**src/rtl/s2p_pkg.sv**
```systemverilog
package s2p_pkg;

    localparam int unsigned S2P_WIDTH = 16;

    typedef enum logic [1:0] {
        VIEW_CLEARED = 2'd0,
        VIEW_LIVE    = 2'd1,
        VIEW_HELD    = 2'd2
    } view_e;

    typedef struct packed {
        logic serial;
        logic strobe_n;
        logic clear_n;
    } ctl_t;

    function automatic view_e pick_view(input ctl_t c);
        if (!c.clear_n)
            return VIEW_CLEARED;
        else if (!c.strobe_n)
            return VIEW_LIVE;
        else
            return VIEW_HELD;
    endfunction

    function automatic logic hold_loads(input ctl_t c);
        return c.clear_n && !c.strobe_n;
    endfunction

endpackage

```
**src/rtl/s2p_shift.sv**
```systemverilog
module s2p_shift #(
    parameter int unsigned WIDTH = s2p_pkg::S2P_WIDTH
) (
    input  logic             clk,
    input  logic             rst,
    input  logic             bit_in,
    output logic [WIDTH-1:0] word_q,
    output logic [WIDTH-1:0] word_next
);
    localparam int unsigned TOP = WIDTH - 1;

    for (genvar i = 0; i < WIDTH; i++) begin : g_stage
        if (i == 0) begin : g_entry
            assign word_next[i] = bit_in;
        end else begin : g_move
            assign word_next[i] = word_q[i-1];
        end
    end

    always_ff @(posedge clk) begin
        if (rst)
            word_q <= '0;
        else
            word_q <= word_next;
    end

    // new bit lands in bit 0, older bits move up by one
    assert_shift_order_R2: assert property (@(posedge clk) disable iff (rst)
        1'b1 |=> (word_q == {$past(word_q[TOP-1:0]), $past(bit_in)}));

endmodule

```
**src/rtl/s2p_hold.sv**
```systemverilog
module s2p_hold #(
    parameter int unsigned WIDTH = s2p_pkg::S2P_WIDTH
) (
    input  logic             clk,
    input  logic             rst,
    input  logic             load,
    input  logic             zero,
    input  logic [WIDTH-1:0] word_d,
    output logic [WIDTH-1:0] held_q
);
    always_ff @(posedge clk) begin
        if (rst || zero)
            held_q <= '0;
        else if (load)
            held_q <= word_d;
    end

    // a clear seen at an edge leaves the held word empty
    assert_hold_empty_R8: assert property (@(posedge clk) disable iff (rst)
        zero |=> (held_q == '0));

    // a transparent edge captures the word being shown next
    assert_hold_track_R4: assert property (@(posedge clk) disable iff (rst)
        (load && !zero) |=> (held_q == $past(word_d)));

endmodule

```
**src/rtl/s2p_outmux.sv**
```systemverilog
module s2p_outmux #(
    parameter int unsigned WIDTH = s2p_pkg::S2P_WIDTH
) (
    input  s2p_pkg::view_e   view,
    input  logic [WIDTH-1:0] live,
    input  logic [WIDTH-1:0] held,
    output logic [WIDTH-1:0] word_out
);
    import s2p_pkg::*;

    always_comb begin
        unique case (view)
            VIEW_LIVE: word_out = live;
            VIEW_HELD: word_out = held;
            default:   word_out = '0;
        endcase
    end

endmodule

```
**src/rtl/s2p_converter.sv**
```systemverilog
module s2p_converter #(
    parameter int unsigned WIDTH = s2p_pkg::S2P_WIDTH
) (
    input  logic             clk,
    input  logic             rst,
    input  logic             ser_in,
    input  logic             strobe_n,
    input  logic             clear_n,
    output logic [WIDTH-1:0] par_out
);
    import s2p_pkg::*;

    ctl_t             ctl;
    view_e            view;
    logic [WIDTH-1:0] shift_q;
    logic [WIDTH-1:0] shift_d;
    logic [WIDTH-1:0] held_q;

    assign ctl  = '{serial: ser_in, strobe_n: strobe_n, clear_n: clear_n};
    assign view = pick_view(ctl);

    s2p_shift #(.WIDTH(WIDTH)) u_shift (
        .clk       (clk),
        .rst       (rst),
        .bit_in    (ctl.serial),
        .word_q    (shift_q),
        .word_next (shift_d)
    );

    s2p_hold #(.WIDTH(WIDTH)) u_hold (
        .clk    (clk),
        .rst    (rst),
        .load   (hold_loads(ctl)),
        .zero   (!ctl.clear_n),
        .word_d (shift_d),
        .held_q (held_q)
    );

    s2p_outmux #(.WIDTH(WIDTH)) u_mux (
        .view     (view),
        .live     (shift_q),
        .held     (held_q),
        .word_out (par_out)
    );

    // clear forces a zero output
    assert_clear_zero_R6: assert property (@(posedge clk) disable iff (rst)
        !clear_n |-> (par_out == '0));

    // transparent output equals the shift register
    assert_transparent_R4: assert property (@(posedge clk) disable iff (rst)
        (clear_n && !strobe_n) |-> (par_out == shift_q));

    // output frozen across consecutive strobe-high cycles
    assert_frozen_R3: assert property (@(posedge clk) disable iff (rst)
        (clear_n && strobe_n) ##1 (clear_n && strobe_n) |-> $stable(par_out));

endmodule

```
**config.mk**
```make
export PLATFORM = sky130hd
export DESIGN_NAME = s2p_converter
export DESIGN_NICKNAME = d
export VERILOG_FILES = /design/src/rtl/s2p_pkg.sv /design/src/rtl/s2p_shift.sv /design/src/rtl/s2p_hold.sv /design/src/rtl/s2p_outmux.sv /design/src/rtl/s2p_converter.sv
export SDC_FILE = /design/constraint.sdc
export NUM_CORES = 1
export LEC_CHECK = 0
export ABC_AREA = 1
export BUFFER_PORTS_ARGS = -buffer_cell sky130_fd_sc_hd__buf_2
export CAP_MARGIN = 0
export CELL_PAD_IN_SITES_DETAIL_PLACEMENT = 0
export CELL_PAD_IN_SITES_GLOBAL_PLACEMENT = 1
export CORE_ASPECT_RATIO = 1.25
export CORE_MARGIN = 5
export CORE_UTILIZATION = 43
export DETAILED_ROUTE_END_ITERATION = 7
export GPL_ROUTABILITY_DRIVEN = 0
export PLACE_DENSITY_LB_ADDON = 0.08
export SYNTH_ARGS = -nofsm -noshare
export SYNTH_HDL_FRONTEND = slang
export SYNTH_SLANG_ARGS = --single-unit
export TNS_END_PERCENT = 100
```
**constraint.sdc**
```tcl
create_clock -name clk -period 1.7 [get_ports clk]
set_clock_uncertainty 0.05 [all_clocks]
set_input_delay 0.17 -clock clk [delete_from_list [all_inputs] [get_ports clk]]
set_output_delay 0.17 -clock clk [all_outputs]
set_load 0.02 [all_outputs]
```
==> run_results.csv <==
group,metric,value,unit
synthesis,syn_nets,167,
min_path,hold_class,"input port to flip-flop",
synthesis,synth_area_leaders,"dfxtp_1, nand3_1, nand2_1",
power_and_ir_drop,pwr-share-seq,0.616,
setup_path,arrival,1080,ps
finish,final_net_count,187,
setup_path,start_kind,"input port",
finish,n_antenna_cell,0,
setup_path,r2r_slack,970,ps
synthesis,ys_seq_elements,32,
sta,worst_pin_slew,389,ps
setup_path,rr_worst_depth,2,
drt,vias,1068,
power_and_ir_drop,p_leak,0.643,nW
floorplanning,ioPinCount,21,
synthesis,synth_area_leader_cell,"dfxtp_1",
finish,final_layout_size_suffix_gt1_frac,0.247,
cts,path_clk_slew,80,ps
sta,slew_violations,0,
cts,cts_setup_buffers,0,
floorplanning,core_area,0.00292,mm²
synthesis,synthCells,162,
power_and_ir_drop,power_frac_clock,0.318,
sta,finalSetupTns,0,ps
power_and_ir_drop,ir_drop,348,µV
sta,hold-worst-slack,105,ps
drt,wirelength,2590,µm
power_and_ir_drop,powerDensity,851,mW/mm²
floorplanning,row_count,22,
sta,finalSetupViolations,0,
power_and_ir_drop,swShare,0.245,
global_routing,first_global_vias,1071,
drt,firstDrtPassIters,4,
sta,fin_crit_sh,0.768,
place,dp_hpwl,1700,µm
cts,clk_latency,330,ps
setup_path,critical_path_required,1480,ps
floorplanning,die_h,71.5,µm
cts,clk_path_buf_depth,2,
setup_path,end_kind,"output port",
cts,cts_sinks,32,
setup_path,crit_start,"clear_n",
global_routing,grt_util_all_layers,0.142,
synthesis,ys_warn_count,0,
cts,htreeDepth,2,
synthesis,avgSynthCellArea,8.02,µm²
status,status,"finished clean",
power_and_ir_drop,power_report.internal_total,0.928,mW
power_and_ir_drop,p_switching,0.301,mW
power_and_ir_drop,comb_power_share,0.067,
job,cap_violations,0,
sta,fmax,766,MHz
finish,n_fill_cell,323,
synthesis,netlist.area_leader.share,0.493,
cts,cts-buffers-inserted,5,
synthesis,ys_seq_area_frac,0.493,
finish,final_cell_mix,"nand2_1, dfxtp_1, nand3_1",
sta,maxSlewHeadroom,0.741,
global_routing,antenna_found_initial,0,
setup_path,r2r-start,"u_shift.word_q[11]$_SDFF_PP0_",
drt,drc,0,
sta,finalHoldViolations,0,
synthesis,synth_xor_area_frac,0,
synthesis,synth_top_family_by_area,"simple AND/OR/NAND/NOR gates",
setup_path,crit_type,"input port to output port",
floorplanning,fp.dieW,59.2,µm
place,io_buffers,20,
drt,vias_per_cell,4.90,
cts,cts_resized,0,
floorplanning,start_util,0.446,
synthesis,synth-compound-area-share,0.0905,
setup_path,path_max_fanout,18,
sta,timing.final.ws_setup,395,ps
drt,ant_nets,0,
sta,rsz0062_at_grt,"no",
setup_path,crit_end,"par_out[15]",
finish,synthToLayoutAreaGrowth,11.2,%
global_routing,grt_pass1_wl,4540,µm
drt,drt_iter0_drc,30,
cts,root_buffer,"clkbuf_4",
setup_path,timing.rr.end,"u_hold.held_q[12]$_SDFFE_PP0P_",
cts,cts_tree,"built",
floorplanning,dieArea,0.00423,mm²
sta,min_period,1300,ps
place,place_ws,402,ps
synthesis,synth_cell_types,16,
synthesis,synth.mux.area_fraction,0,
synthesis,synth_area,0.00130,mm²
synthesis,synth_simple_gate_area_frac,0.285,
global_routing,grt_max_degree,19,
global_routing,overflow,0,
drt,wl_per_cell,11.9,µm
synthesis,synth_adder_area_share,0,
==> worst max-delay path, stage by stage <==
cell     delay, ps
buf_2          330
nand2_4        210
inv_1          120
nand2_1         50
nand2_1         50
buf_2          160
==> how the worst min path moves through the flow <==
stage	start	to	slack, ps	cells past startpoint
after floorplan	ser_in	u_shift.word_q[0]$_SDFF_PP0_	230	2
after global placement	ser_in	u_shift.word_q[0]$_SDFF_PP0_	340	3
after detailed placement	ser_in	u_shift.word_q[0]$_SDFF_PP0_	350	3
after CTS	rst	u_hold.held_q[0]$_SDFFE_PP0P_	90	4
after global routing	rst	u_hold.held_q[0]$_SDFFE_PP0P_	100	4
final	rst	u_hold.held_q[0]$_SDFFE_PP0P_	110	4
==> synth_stat cells <==
cell type / n
nor2_1: 18
nand2_1: 32
nand2_4: 1
o21ai_0: 1
buf_6: 5
nand3_2: 1
a21oi_2: 10
buf_2: 4
inv_6: 1
a21oi_1: 5
nor2_4: 1
inv_2: 2
dfxtp_1: 32
buf_4: 2
nand3_1: 30
inv_1: 17
==> layout make-up <==
| cell class | instances | area [µm²] | area share |
|---|---|---|---|
| repair buffers | 24 | 145 | 0.100 |
| clock inverters | 1 | 5.00 | 0.00346 |
| flip-flops and latches | 32 | 641 | 0.443 |
| multi-input cells | 99 | 488 | 0.338 |
| inverters | 20 | 80.1 | 0.0554 |
| clock buffers | 6 | 41.3 | 0.0286 |
| well taps | 36 | 45.0 | 0.0312 |
==> flip-flops by register name (all words and copies together), names as in the netlist <==
register,cells
u_shift.word_q,16
u_hold.held_q,16
==> per-layer routing <==
| metal | vias to the layer above | GRT usage | part of all wire |
|---|---|---|---|
| met2 | 29 | 0.231 | 0.47 |
| met4 | 0 | 0.0730 | 0.023 |
| li1 | 548 | - | - |
| met5 | - | 0 | 0 |
| met3 | 7 | 0.0613 | 0.069 |
| met1 | 484 | 0.155 | 0.44 |
==> timing repair <==
action,in CTS,in global routing
endpoints found under the hold margin,1,0
endpoints found under the setup margin,0,0
hold buffers,1,0
==> cell families (layout without fill, tap and decap cells) <==
| kind of cell | after synthesis | in the layout |
|---|---|---|
| DFF | 32 | 32 |
| AOI/OAI and AO/OA | 16 | 16 |
| and+or+nand+nor | 83 | 83 |
| buffers and inverters | 31 | 51 |
==> power groups by stage <==
stage | registers (mW) | logic (mW) | clock network, mW
after floorplan | 0.774 | 0.0690 | 0
after global placement | 0.774 | 0.0806 | 0
after detailed placement | 0.774 | 0.0810 | 0
after CTS | 0.757 | 0.0828 | 0.416
after global routing | 0.758 | 0.0902 | 0.457
final | 0.757 | 0.0820 | 0.391
==> metrics by stage <==
stage	cells	instance area (µm²)	total power [mW]	util
finish	218	1450	1.23	0.495
global route	218	1450	1.31	0.495
CTS	218	1450	1.26	0.495
detailed placement	210	1390	0.855	0.476
global placement	210	1390	0.855	0.476
floorplan	162	1300	0.843	-
Note: power is estimated with default switching activity, not from simulation.
